## config.mk

```make
export PLATFORM = sky130hd
export DESIGN_NAME = tgt_line_ctrl
export DESIGN_NICKNAME = d
export VERILOG_FILES = /design/src/rtl/tlc_pkg.sv /design/src/rtl/tlc_cmd_decode.sv /design/src/rtl/tlc_burst_engine.sv /design/src/rtl/tlc_line_regs.sv /design/src/rtl/tgt_line_ctrl.sv
export SDC_FILE = /design/constraint.sdc
export NUM_CORES = 1
export LEC_CHECK = 0
export ABC_CLOCK_PERIOD_IN_PS = 2700
export BUFFER_PORTS_ARGS = -buffer_cell sky130_fd_sc_hd__buf_4
export CORE_UTILIZATION = 25
export CTS_CLUSTER_SIZE = 28
export DETAILED_ROUTE_END_ITERATION = 10
export GPL_TIMING_DRIVEN = 0
export SETUP_SLACK_MARGIN = 0.1
export SLEW_MARGIN = 25
export SYNTH_ARGS = -nofsm -noshare
export SYNTH_HDL_FRONTEND = slang
export SYNTH_SLANG_ARGS = --single-unit
```

## constraint.sdc

```tcl
create_clock -name clk -period 2.7 [get_ports clk]
set_input_delay 0.54 -clock clk [delete_from_list [all_inputs] [get_ports clk]]
set_output_delay 0.54 -clock clk [all_outputs]
set_load 0.05 [all_outputs]
```

## src/rtl/tlc_pkg.sv

```systemverilog
// Package: shared opcode encoding for the target clock line controller.
// Assumes a 3-bit opcode field; unlisted codes are treated as no-ops.
package tlc_pkg;

    typedef enum logic [2:0] {
        OP_SET_CLK = 3'd1,
        OP_BURST   = 3'd2,
        OP_SPEED   = 3'd3,
        OP_LINES   = 3'd4
    } tlc_op_e;

endpackage

```

## src/rtl/tlc_cmd_decode.sv

```systemverilog
// Module: tlc_cmd_decode
// Turns a command strobe into one-hot accept pulses. Assumes the caller
// supplies the registered busy flag; a busy cycle accepts nothing.
module tlc_cmd_decode
    import tlc_pkg::*;
(
    input  logic       cmd_valid,
    input  logic [2:0] cmd_op,
    input  logic       busy,
    output logic       take_clk,
    output logic       take_burst,
    output logic       take_speed,
    output logic       take_lines
);

    logic accept;

    // Purpose: gate the strobe with busy and split by opcode.
    always_comb begin
        accept     = cmd_valid && !busy;
        take_clk   = accept && (cmd_op == OP_SET_CLK);
        take_burst = accept && (cmd_op == OP_BURST);
        take_speed = accept && (cmd_op == OP_SPEED);
        take_lines = accept && (cmd_op == OP_LINES);
    end

endmodule

```

## src/rtl/tlc_burst_engine.sv

```systemverilog
// Module: tlc_burst_engine
// Counts out a burst of full clock cycles as 2N half-periods and pulses
// flip once per half-period. Assumes start is only raised while idle and
// that 1 <= FAST_HALF < SLOW_HALF. The half-period is latched at start.
module tlc_burst_engine #(
    parameter int COUNT_W   = 32,
    parameter int SLOW_HALF = 8,
    parameter int FAST_HALF = 2
) (
    input  logic               clk,
    input  logic               rst_n,
    input  logic               start,
    input  logic [COUNT_W-1:0] count,
    input  logic               fast,
    output logic               flip,
    output logic               busy
);

    localparam int HALF_W = $clog2(SLOW_HALF + 1);
    localparam int EDGE_W = COUNT_W + 1;
    localparam logic [HALF_W-1:0] SLOW_M1 = HALF_W'(SLOW_HALF - 1);
    localparam logic [HALF_W-1:0] FAST_M1 = HALF_W'(FAST_HALF - 1);

    logic [EDGE_W-1:0] edges_left;
    logic [HALF_W-1:0] tick;
    logic [HALF_W-1:0] reload;

    // Purpose: load a burst, then step the half-period timer and edge count.
    always_ff @(posedge clk) begin
        if (!rst_n) begin
            edges_left <= '0;
            tick       <= '0;
            reload     <= '0;
        end else if (start && (count != '0)) begin
            edges_left <= {count, 1'b0};
            tick       <= fast ? FAST_M1 : SLOW_M1;
            reload     <= fast ? FAST_M1 : SLOW_M1;
        end else if (edges_left != '0) begin
            if (tick == '0) begin
                edges_left <= edges_left - 1'b1;
                tick       <= reload;
            end else begin
                tick <= tick - 1'b1;
            end
        end
    end

    // Purpose: derive the toggle pulse and busy from the counters.
    always_comb begin
        busy = (edges_left != '0);
        flip = busy && (tick == '0);
    end

endmodule

```

## src/rtl/tlc_line_regs.sv

```systemverilog
// Module: tlc_line_regs
// Holds the three driven line levels. Assumes set_clk and flip never
// coincide (the decoder refuses commands during a burst).
module tlc_line_regs (
    input  logic clk,
    input  logic rst_n,
    input  logic set_clk,
    input  logic clk_lvl,
    input  logic set_lines,
    input  logic tms_lvl,
    input  logic tdi_lvl,
    input  logic flip,
    output logic tck_q,
    output logic tms_q,
    output logic tdi_q
);

    // Purpose: clock line follows set-clock commands and burst toggles.
    always_ff @(posedge clk) begin
        if (!rst_n) begin
            tck_q <= 1'b0;
        end else if (set_clk) begin
            tck_q <= clk_lvl;
        end else if (flip) begin
            tck_q <= ~tck_q;
        end
    end

    // Purpose: mode and data lines follow set-lines commands only.
    always_ff @(posedge clk) begin
        if (!rst_n) begin
            tms_q <= 1'b0;
            tdi_q <= 1'b0;
        end else if (set_lines) begin
            tms_q <= tms_lvl;
            tdi_q <= tdi_lvl;
        end
    end

endmodule

```

## src/rtl/tgt_line_ctrl.sv

```systemverilog
// Module: tgt_line_ctrl (top)
// Drives clock, mode and data lines toward a debug target, runs counted
// clock bursts at a selectable speed and reports the last driven levels.
// Assumes 1 <= FAST_HALF < SLOW_HALF (half-periods in system cycles).
module tgt_line_ctrl #(
    parameter int COUNT_W   = 32,
    parameter int SLOW_HALF = 8,
    parameter int FAST_HALF = 2,
    parameter int RB_W      = 8
) (
    input  logic               clk,
    input  logic               rst_n,
    input  logic               cmd_valid,
    input  logic [2:0]         cmd_op,
    input  logic [COUNT_W-1:0] cmd_arg,
    output logic               line_tck,
    output logic               line_tms,
    output logic               line_tdi,
    output logic [RB_W-1:0]    readback,
    output logic               busy
);

    localparam int LINE_N = 3;

    logic take_clk, take_burst, take_speed, take_lines;
    logic flip;
    logic fast_q;
    logic [LINE_N-1:0] lines;

    tlc_cmd_decode u_dec (
        .cmd_valid (cmd_valid),
        .cmd_op    (cmd_op),
        .busy      (busy),
        .take_clk  (take_clk),
        .take_burst(take_burst),
        .take_speed(take_speed),
        .take_lines(take_lines)
    );

    // Purpose: remember the speed choice; slow after reset.
    always_ff @(posedge clk) begin
        if (!rst_n) begin
            fast_q <= 1'b0;
        end else if (take_speed) begin
            fast_q <= |cmd_arg;
        end
    end

    tlc_burst_engine #(
        .COUNT_W  (COUNT_W),
        .SLOW_HALF(SLOW_HALF),
        .FAST_HALF(FAST_HALF)
    ) u_burst (
        .clk  (clk),
        .rst_n(rst_n),
        .start(take_burst),
        .count(cmd_arg),
        .fast (fast_q),
        .flip (flip),
        .busy (busy)
    );

    tlc_line_regs u_lines (
        .clk      (clk),
        .rst_n    (rst_n),
        .set_clk  (take_clk),
        .clk_lvl  (|cmd_arg),
        .set_lines(take_lines),
        .tms_lvl  (cmd_arg[0]),
        .tdi_lvl  (cmd_arg[1]),
        .flip     (flip),
        .tck_q    (line_tck),
        .tms_q    (line_tms),
        .tdi_q    (line_tdi)
    );

    // Purpose: pack line levels into the readback byte, upper bits zero.
    always_comb begin
        lines    = {line_tdi, line_tms, line_tck};
        readback = '0;
        for (int i = 0; i < LINE_N; i++) begin
            readback[i] = lines[i];
        end
    end

endmodule

```

* After elaboration in Yosys (flattened, before gate mapping)
Cells that the tools add are included.
** Word-level totals
- Output and inout port bits :: 12
- Logic and storage cells :: 43
- Flip-flop bits (word level) :: 45
** Cells by class
- Muxes and demuxes :: 9
- Bitwise operators :: 2
- Reduce and logical (&&, ||, !) cells :: 18
- Add/sub/neg operators :: 2
- Equality and inequality tests :: 4
** Operator list (number)
- two-way mux 33 bit :: 3
- nonzero test 33 bit :: 1
- subtractor 33 x 1 -> 33 bit, second input constant :: 1
- nonzero test 32 bit :: 1
- OR reduction 32 bit :: 1
- two-way mux 4 bit :: 3
- logical AND 1 bit :: 7
- == test 3 x 2 -> 1 bit, second input constant :: 2
- nonzero test 2 bit :: 3
- zero test 4 bit :: 1
- AND reduction 2 bit :: 2
- subtractor 4 x 1 -> 4 bit, second input constant :: 1
- == test 3 x 1 -> 1 bit, second input constant :: 1
- == test 3 bit, second input constant :: 1
- two-way mux 3 bit :: 1
- two-way mux 1 bit :: 2
- NOT 1 bit :: 2
- OR reduction 2 bit :: 1
- zero test 1 bit :: 1

* Longest topological paths before layout
Gate-level depths: netlist of run 1.
- Depth in word-level cells :: 7
- Gate-level depth with buffers :: 11

* By module
Synthesis of run 1 repeated with hierarchy kept, for this count alone.
** Unflattened totals
- Cells, all modules :: 336
- Area, all modules :: 2728.9 µm²
** Modules (own cells, without submodules)
- tlc_burst_engine :: times used 1, area an instance 2383.5 µm², cells each 295
- tgt_line_ctrl :: times used 1, area an instance 178.9 µm², cells each 24
- tlc_line_regs :: times used 1, area an instance 117.6 µm², cells each 10
- tlc_cmd_decode :: times used 1, area an instance 48.8 µm², cells each 7

* Worst setup path before layout of run 1
No wires, ideal clock.
- Path kind :: reg-to-reg
- From :: register u_burst.edges_left[0]
- To :: register u_burst.edges_left[22]
- Stages on the path, launching flop included :: 11
- Arrival :: 2325 ps
- Data required time :: 2578 ps
- Slack :: 253 ps
- Clock period less this slack :: 2447 ps
- Buffers on the path :: 1
- Cells stage by stage :: dfxtp_1 -> inv_1 -> ha_1 -> nor3b_1 -> nand4_2 -> nor3_4 -> inv_2 -> buf_2 -> o21ai_0 -> a21oi_1 -> a311o_1
** Between the ends
- Word-level cells in the longest chain between the ends :: 7
- Elaborated cells between the ends (all ways) :: 12
** Ends and longest elaborated chain
- start: declaration :: RTL line tlc_burst_engine.sv:24 : logic [EDGE_W-1:0] edges_left;
- start signal: assignment :: RTL line tlc_burst_engine.sv:35 : edges_left <= {count, 1'b0};
- start signal: assignment :: RTL line tlc_burst_engine.sv:40 : edges_left <= edges_left - 1'b1;
- nonzero test 33 bit (*) :: RTL line tlc_burst_engine.sv:50 : busy = (edges_left != '0);
- net busy :: RTL line tgt_line_ctrl.sv:20 : output logic busy
- zero test 1 bit :: RTL line tlc_cmd_decode.sv:20 : accept = cmd_valid && !busy;
- logical AND 1 bit :: RTL line tlc_cmd_decode.sv:20
- logical AND 1 bit :: RTL line tlc_cmd_decode.sv:22 : take_burst = accept && (cmd_op == OP_BURST);
- logical AND 1 bit :: RTL line tlc_burst_engine.sv:34 : end else if (start && (count != '0)) begin
- nonzero test 2 bit (no source line)
- AND reduction 2 bit (no source line)
Mark *: on every way through the listed nets, which the timed path passes. The rest lies on a longest branch. The select of a mux whose other input is x is not followed.
A chain may end at the register's enable or synchronous reset.

* Worst setup path after layout of run 1
- From :: register u_burst.edges_left[29]
- To :: output busy
** Between the ends
- Word-level cells in the longest chain between the ends :: 1
** Ends and longest elaborated chain (RTL line)
- nonzero test 33 bit :: tlc_burst_engine.sv:50
- end: declaration :: tgt_line_ctrl.sv:20
No other way between the ends.

==> qor.yml, run 1 <==
run_status:
  run_status: "finished, final reports clean"
power:
  pwr-share-clk: 0.092
  finalPower_uw: 4494
  combPwrFrac: 0.665
  leakage_uw: 0.001224
  p_sw_frac: 0.4971
  p_seq_frac: 0.242
  p_per_area_nw_per_um2: 1355
  internal_power_uw: 2260
  vdd_drop_max_mv: 0.5116
  p_sw_uw: 2234
cts:
  insertion_delay_ns: 0.30
  tritoncts: "built"
  h-tree-depth: 2
  cts-buffers-inserted: 5
  clk_pin_slew_worst_paths_ns: 0.09
  root_buffer: "clkbuf_8"
  max-clock-path-buffers: 2
  cts_num_sinks: 43
routing:
  drt_wl_total_um: 8181
  drtPass1Iterations: 5
  wl_per_cell_um: 15.67
  dr_total_vias: 2711
  first_iter_violations: 221
  vias_per_cell: 5.193
  ant_nets: 0
  drc: 0
layout:
  fillers: 1085
  antennaDiodeCount: 0
  drive_gt1_frac: 0.2468
  final_common_cell: "buf_4"
  final_nets: 429
  area_growth_pct: 30.41
  mostFrequentLayoutCells: "buf_4, dfxtp_1, a21oi_1"
grt:
  antenna_found_initial: 0
  grt_pass1_wl_um: 12700
  overflow: 0
  grt_max_degree: 14
  grt_usage: 0.1581
  grt_pass1_vias: 2598
sta:
  skew_ns: 0.006289
  setup-violations-final: 0
  max_freq_ghz: 0.3897
  relSlewSlack: 0.4658
  drv_slew: 0
  period_minus_slack_ns: 2.566
  worst_pin_slew_ns: 0.7939
  rsz0062_at_grt: "true"
  finalHoldViolations: 0
  postLayoutSetupSlackWorst_ns: 0.1339
  fin_crit_sh: 0.9504
placement:
  io_buffers: 44
  gp_congestion: 0.8948
  dpl.hpwl_um: 5940
  place_ws_ns: -0.3752
setup_path:
  critical_path_class: "flip-flop to primary output"
  crit_path_top_delay_cell: "or4_4"
  cp.arrival_ns: 2.03
  crit_path_cell_trace: "or3_4 -> or4_4 -> nor3_4 -> inv_2 -> buf_8 -> buf_8"
  crit_path_end_kind: "primary output"
  slowest_delay_ns: 0.47
  crit_top_cell: "buf_8"
  cp-start-kind: "flip-flop"
  worst-path-max-fanout: 3
  crit_required_ns: 2.16
job:
  cap_viol_max_count: 0
synth:
  synth.avg_cell_area_sq_um: 7.823
  synthFlopType: "dfxtp_1"
  ys_types: 53
  synthCells: 325
  ys_seq_area_frac: 0.3386
  ys_top_cells_by_area: "dfxtp_1, a21oi_1, nand2_1, nor4_1, xnor2_1"
  synth_top_area_share: 0.3386
  ys.warnings.count: 0
  synth-edff-count: 0
  yosys.area.top_type: "dfxtp_1"
  synth_seq_cells: 43
  synthesis.area_sq_um: 2542
  async_flop_share: 0
die:
  rows: 36
  die_w_um: 102.8
  ios: 50
  die_h_um: 102.8
  die_area_sq_um: 10580
  start_util: 0.2589
  coreArea_sq_um: 9819
worst_hold_path:
  hp-class: "flip-flop to flip-flop"
-- worst paths after layout --
path	from	endpoint	slack, ns	cells after the start
setup / recovery	u_burst.edges_left[29]	busy	0.13	6
hold / removal	u_burst.reload[0]	u_burst.reload[0]	0.48	2
hold reg to reg	u_burst.reload[0]	u_burst.reload[0]	0.48	2
setup reg to reg	u_burst.edges_left[29]	u_burst.edges_left[6]	0.24	7
-- state kept, by name (all words and copies together) (netlist names) --
register / count
u_lines.tdi_q: 1
fast_q: 1
u_lines.tck_q: 1
u_burst.reload: 2
u_burst.tick: 4
u_burst.edges_left: 33
u_lines.tms_q: 1
-- cell families after synthesis --
logic type / share of synthesized area
compound gates: 0.1796
other cells: 0.001475
fa+ha+maj: 0.01477
mux: 0.003937
simple gates: 0.3361
xor+xnor: 0.06545
buf+inv: 0.06003
flops: 0.3386
-- worst max-delay path, delay by kind of cell, from the launching register on --
family	cells	cell delay, ns
buffers and inverters	3	0.35
flip-flops	1	0.32
AND/OR/NAND/NOR	3	1.06
-- power by group through the flow --
| stage | sequential [uW] | combinational (uW) | clock [uW] |
|---|---|---|---|
| after floorplan | 1020 | 1960 | 0 |
| after global placement | 1030 | 2540 | 0 |
| after detailed placement | 1050 | 2550 | 0 |
| after CTS | 1060 | 2850 | 427 |
| after global routing | 1120 | 3250 | 454 |
| final | 1090 | 2990 | 416 |
-- cell usage after synthesis (2+ instances only) --
master,number
nand4_1,5
buf_4,9
o31ai_1,3
dfxtp_1,43
or2_2,3
nor4_1,22
and2_1,4
a32oi_1,2
o21ai_0,11
nor3b_1,2
and3_1,2
inv_1,6
buf_2,5
nor4bb_1,2
ha_1,3
xnor2_1,15
or3_1,6
a21oi_1,39
and4_1,3
nor4_2,3
nand2_1,38
o21ai_1,2
xor2_1,4
clkbuf_1,5
o41ai_1,5
a31oi_1,5
nor3_1,18
nor2_1,21
o21a_1,2
a211oi_1,3
nand3_1,12
-- per-layer routing --
| layer | up-vias | part of all wire | GRT usage |
|---|---|---|---|
| met3 | 20 | 0.078 | 0.03525 |
| met5 | - | 0 | 0 |
| met2 | 114 | 0.45 | 0.2513 |
| li1 | 1322 | - | - |
| met4 | 0 | 0.026 | 0.06501 |
| met1 | 1255 | 0.45 | 0.2068 |
-- through the flow --
stage                 util  area (sq um)  hold WS (ns)  std cells  setup TNS [ns]
floorplan                -          2557        0.4402        329               0
global placement    0.3110          3054        0.4604        506          -5.968
detailed placement  0.3110          3054        0.4757        506          -6.390
CTS                 0.3326          3266        0.4871        520               0
global route        0.3377          3316        0.4958        522               0
finish              0.3377          3316        0.4841        522               0
-- cell type report --
type	count	area [sq um]	area share
buffer	20	132.6	0.04000
clock buffer	6	72.57	0.02189
clock inverter	2	12.51	0.003774
inverter	8	30.03	0.009057
multi-input combinational	258	1640	0.4947
sequential	43	863.3	0.2604
tap	133	166.4	0.05019
timing repair buffer	52	397.9	0.1200
-- what timing repair did --
action,4_1_cts,5_1_grt
resized for setup,16,5
pin swaps,3,3
setup buffers,6,2
hold buffers,0,0
endpoints found under the setup margin,43,35
Power figures use the tool's default switching activity.
==> inputs of run 2 (changes only) <==
--- a/config.mk
+++ b/config.mk
@@ -7,6 +7,7 @@
 export LEC_CHECK = 0
 export ABC_CLOCK_PERIOD_IN_PS = 2700
 export BUFFER_PORTS_ARGS = -buffer_cell sky130_fd_sc_hd__buf_4
+export CORE_ASPECT_RATIO = 1.4
 export CORE_UTILIZATION = 25
 export CTS_CLUSTER_SIZE = 28
 export DETAILED_ROUTE_END_ITERATION = 10
==> constraint.sdc (replaced) <==
create_clock -name clk -period 2.7 [get_ports clk]
set_input_delay 0.675 -clock clk [delete_from_list [all_inputs] [get_ports clk]]
set_output_delay 0.675 -clock clk [all_outputs]
set_load 0.05 [all_outputs]
==> run 2 against run 1 <==
  * Die area about the same
  * Final cell count up 1.3%
  * Worst hold slack worse by 0.0091 ns
  * Core utilization is 0.79 points higher
  * First-iteration DRC count grew 2.3%
  * Global-route usage rose by 0.55 points
  * Combinational power hardly changed
  * Via count increased by 1.3%
  * Clock power increased by 42%
  * Count of clock-buffer cells in the layout increased by 1
  * Critical path type unchanged
  * Critical endpoint unchanged
==> qor.yml, run 2 (synthesis results as in run 1) <==
grt:
  grt_pass1_wl_um: 13130
  grt_pass1_vias: 2645
  antenna_found_initial: 0
  overflow: 0
  grt_max_degree: 13
  grt_usage: 0.1636
setup_path:
  path_buf_inv: 3
  slowest_delay_ns: 0.46
  cp.arrival_ns: 1.98
  critPathTopFamily: "simple AND/OR/NAND/NOR gates"
  crit_path_top_delay_cell: "or4_4"
  crit_path_end_kind: "primary output"
  crit_required_ns: 2.03
  crit_top_cell: "buf_8"
  worst-path-max-fanout: 2
  critical_path_class: "flip-flop to primary output"
  cp-start-kind: "flip-flop"
  crit_path_cell_trace: "or3_4 -> or4_4 -> nor3_4 -> inv_2 -> buf_8 -> buf_8"
sta:
  skew_ns: 0.003567
  rsz0062_at_grt: "true"
  setup-violations-final: 0
  fin_crit_sh: 0.9840
  finalHoldViolations: 0
  timing.setup.tns_ns: 0
  worst_pin_slew_ns: 0.6649
  period_minus_slack_ns: 2.657
  relSlewSlack: 0.5556
  max_freq_ghz: 0.3764
  drv_slew: 0
layout:
  final_common_cell: "buf_4"
  fillers: 1083
  area_growth_pct: 34.55
  mostFrequentLayoutCells: "buf_4, dfxtp_1, a21oi_1"
  largest_register_ffs: 33
  final_cell_area_sq_um: 3421
  final_nets: 434
  regMostFlops: "u_burst.edges_left"
  antennaDiodeCount: 0
  final_core_utilization: 0.3456
  largestRegisters: "u_burst.edges_left x33, u_burst.tick x4, u_burst.reload x2"
  drive_gt1_frac: 0.2589
placement:
  dpl.hpwl_um: 6082
  gp_congestion: 0.8720
  place_area_sq_um: 3057
  io_buffers: 44
cts:
  max-clock-path-buffers: 2
  root_buffer: "clkbuf_16"
  insertion_delay_ns: 0.29
  cts-buffers-inserted: 5
  clk_pin_slew_worst_paths_ns: 0.06
  cts_hold_buf: 0
  tritoncts: "built"
  h-tree-depth: 2
  cts_num_sinks: 43
power:
  internal_power_uw: 2452
  p_sw_uw: 2233
  pwr-share-clk: 0.126
  p_seq_frac: 0.232
  p_per_area_nw_per_um2: 1370
  p_sw_frac: 0.4766
  leakage_uw: 0.001275
  combPwrFrac: 0.642
  vdd_drop_max_mv: 0.4941
routing:
  first_iter_violations: 226
  wl_per_cell_um: 15.63
  ant_nets: 0
  drc: 0
  drt_wl_total_um: 8267
  drtPass1Iterations: 7
  vias_per_cell: 5.191
  dr_total_vias: 2746
die:
  start_util: 0.2568
  die_w_um: 87.23
  die_area_sq_um: 10580
  die_h_um: 121.3
  coreArea_sq_um: 9899
  ios: 50
  rows: 43
run_status:
  run_status: "finished, final reports clean"
job:
  cap_viol_max_count: 0
worst_hold_path:
  hp-class: "flip-flop to flip-flop"
run 2: cell types whose count changed in the layout (fill, tap and decap cells not counted):
cell / delta
clkbuf_1: +1
nor4_1: -2
nor4_2: +2
clkbuf_8: -5
clkinvlp_4: -1
buf_4: +5
clkbuf_16: +5
run 2: layout make-up:
class	count	area (sq um)	share of cell area
Multi-Input combinational cell	258	1653	0.4832
Sequential cell	43	863.3	0.2524
Timing Repair Buffer	57	435.4	0.1273
Tap cell	135	168.9	0.04938
Clock buffer	7	132.6	0.03877
Buffer	20	132.6	0.03877
Inverter	8	30.03	0.008778
Clock inverter	1	5.005	0.001463
run 2: what timing repair did:
action,in CTS,in global routing
setup endpoints to repair,43,7
buffers inserted,9,4
resized for setup,18,5
pin swaps,5,3
run 2: worst reg2reg max path, delay by kind of cell (launching register included):
kind            cells  cell delay [ns]
simple gates        4             1.26
flops               1             0.31
compound gates      2             0.65
buf+inv             1             0.16
run 2: power by group through the flow:
stage / clock [uW] / combinational, uW / sequential [uW]
after global placement: 0 / 2540 / 1030
after global routing: 623 / 3280 / 1120
after CTS: 598 / 2930 / 1060
final: 592 / 3010 / 1090
after detailed placement: 0 / 2580 / 1040
after floorplan: 0 / 1960 / 1020
run 2: path summary, 6_finish.rpt:
| kind | from | to | slack (ns) | cells past startpoint |
|---|---|---|---|---|
| setup / recovery | u_burst.edges_left[29] | busy | 0.04 | 6 |
| hold / removal | u_lines.tms_q | u_lines.tms_q | 0.48 | 2 |
| setup reg to reg | u_burst.edges_left[29] | u_burst.edges_left[6] | 0.22 | 7 |
| hold reg to reg | u_lines.tms_q | u_lines.tms_q | 0.48 | 2 |
run 2: routing by layer:
layer	wire (um)	track usage
met1	3365	0.1949
met4	293	0.08094
met2	4085	0.2756
met5	0	0
met3	523	0.03401
run 2: through the flow:
stage               hold slack, ns  total power (uW)  worst slack, ns  instances
finish                      0.4750              4685          0.04315        529
global route                0.5103              5018        -0.002642        529
CTS                         0.4789              4582          0.02261        525
detailed placement          0.4646              3619          -0.5341        508
global placement            0.4588              3573          -0.5326        508
floorplan                   0.4402              2979           0.1423        329
==> inputs of run 3 (changes only) <==
--- a/config.mk
+++ b/config.mk
@@ -12,6 +12,7 @@
 export CTS_CLUSTER_SIZE = 28
 export DETAILED_ROUTE_END_ITERATION = 10
 export GPL_TIMING_DRIVEN = 0
+export MAX_ROUTING_LAYER = met4
 export SETUP_SLACK_MARGIN = 0.1
 export SLEW_MARGIN = 25
 export SYNTH_ARGS = -nofsm -noshare
==> run 3 against run 2 <==
  * Core utilization did not move
  * Flip-flop and latch count did not move
  * Routed wire length rose by 0.15%
  * Critical path depth did not move
  * Worst hold slack barely moved
  * Count of clock-buffer cells in the layout did not move
  * Critical endpoint unchanged
  * Largest power group unchanged
  * Highest routed layer unchanged
  * Fmax fell by 0.24%
  * Via count barely moved
  * Global-route usage rose by 0.52 points
==> qor.yml, run 3 (synthesis results as in run 1) <==
sta:
  whs_ns: 0.4750
  period_minus_slack_ns: 2.663
  finalHoldViolations: 0
  skew_ns: 0.004157
  worst_pin_slew_ns: 0.6735
  rsz0062_at_grt: "true"
  drv_slew: 0
  relSlewSlack: 0.5498
  fin_crit_sh: 0.9864
  setup-violations-final: 0
  max_freq_ghz: 0.3755
setup_path:
  crit_path_cell_trace: "or3_4 -> or4_4 -> nor3_4 -> inv_2 -> buf_8 -> buf_8"
  crit_required_ns: 2.03
  slowest_delay_ns: 0.46
  cp.arrival_ns: 1.99
  crit_path_end_kind: "primary output"
  worst-path-max-fanout: 2
  cp-start-kind: "flip-flop"
  critical_path_class: "flip-flop to primary output"
  critPathTopFamily: "simple AND/OR/NAND/NOR gates"
  path_buf_inv: 3
  crit_top_cell: "buf_8"
  crit_path_top_delay_cell: "or4_4"
layout:
  antennaDiodeCount: 0
  regArea_sq_um: 863.3
  final_core_utilization: 0.3456
  final_cell_area_sq_um: 3421
  final_nets: 434
  largest_register_ffs: 33
  multi_input_area_sq_um: 1653
  final_common_cell: "buf_4"
  mostFrequentLayoutCells: "buf_4, dfxtp_1, a21oi_1"
  area_growth_pct: 34.55
  drive_gt1_frac: 0.2589
  largestRegisters: "u_burst.edges_left x33, u_burst.tick x4, u_burst.reload x2"
  regMostFlops: "u_burst.edges_left"
  fillers: 1083
routing:
  ant_nets: 0
  drtPass1Iterations: 4
  drc: 0
  wl_per_cell_um: 15.65
  first_iter_violations: 256
  vias_per_cell: 5.187
  drt_wl_total_um: 8279
  dr_total_vias: 2744
cts:
  insertion_delay_ns: 0.29
  clk_pin_slew_worst_paths_ns: 0.06
  root_buffer: "clkbuf_16"
  cts_hold_buf: 0
  max-clock-path-buffers: 2
  cts-buffers-inserted: 5
  cts_num_sinks: 43
  tritoncts: "built"
  h-tree-depth: 2
grt:
  antenna_found_initial: 0
  grt_usage: 0.1688
  grt_pass1_vias: 2641
  grt_max_degree: 13
  grt_pass1_wl_um: 13140
  overflow: 0
placement:
  io_buffers: 44
  gp_congestion: 0.8863
  dpl.hpwl_um: 6082
  place_area_sq_um: 3057
die:
  coreArea_sq_um: 9899
  die_area_sq_um: 10580
  die_w_um: 87.23
  start_util: 0.2568
  rows: 43
  die_h_um: 121.3
  ios: 50
run_status:
  run_status: "finished, final reports clean"
worst_hold_path:
  hp-class: "flip-flop to flip-flop"
power:
  vdd_drop_max_mv: 0.4965
  finalPower_uw: 4691
  leakage_uw: 0.001275
  p_per_area_nw_per_um2: 1371
job:
  cap_viol_max_count: 0
[run 3: path summary, 6_finish.rpt]
| kind | from | end | slack, ns | cells after the start |
|---|---|---|---|---|
| worst max register to register | u_burst.edges_left[29] | u_burst.edges_left[17] | 0.25 | 10 |
| worst min-delay path | u_lines.tms_q | u_lines.tms_q | 0.47 | 2 |
| worst max-delay path | u_burst.edges_left[29] | busy | 0.04 | 6 |
| worst min register to register | u_lines.tms_q | u_lines.tms_q | 0.47 | 2 |
[run 3: report_power, final]
part           internal [uW]  leakage [uW]  switching (uW)
Sequential               833      0.000351             254
Clock                    342     0.0000679             246
Combinational           1280      0.000856            1740
[run 3: timing repair]
action                     CTS  global route
setup endpoints to repair   43             7
pin swaps                    5             3
setup buffers                9             4
resized for setup           18             5
[run 3: metrics by stage]
step / instances / setup slack (ns) / TNS, ns
finish: 529 / 0.03670 / 0
CTS: 525 / 0.02261 / 0
global route: 529 / -0.004222 / -0.004222
detailed placement: 508 / -0.5341 / -15.78
floorplan: 329 / 0.1423 / 0
global placement: 508 / -0.5326 / -14.67
[run 3: final cells by class]
type | instances | area share
buffer | 20 | 0.03877
inverter | 8 | 0.008778
sequential | 43 | 0.2524
clock buffer | 7 | 0.03877
tap | 135 | 0.04938
multi-input combinational | 258 | 0.4832
clock inverter | 1 | 0.001463
timing repair buffer | 57 | 0.1273
[run 3: routing by layer]
layer	vias to the layer above	part of all wire	track usage
li1	1337	-	-
met1	1299	0.41	0.1974
met2	89	0.50	0.2746
met3	19	0.063	0.03469
met4	0	0.028	0.08094
met5	-	0	-
[run 3: worst min-delay path, delay by kind of cell, from the launching register on]
kind | cells | cell delay, ns
compound gates | 1 | 0.05
flops | 1 | 0.32
simple gates | 1 | 0.06
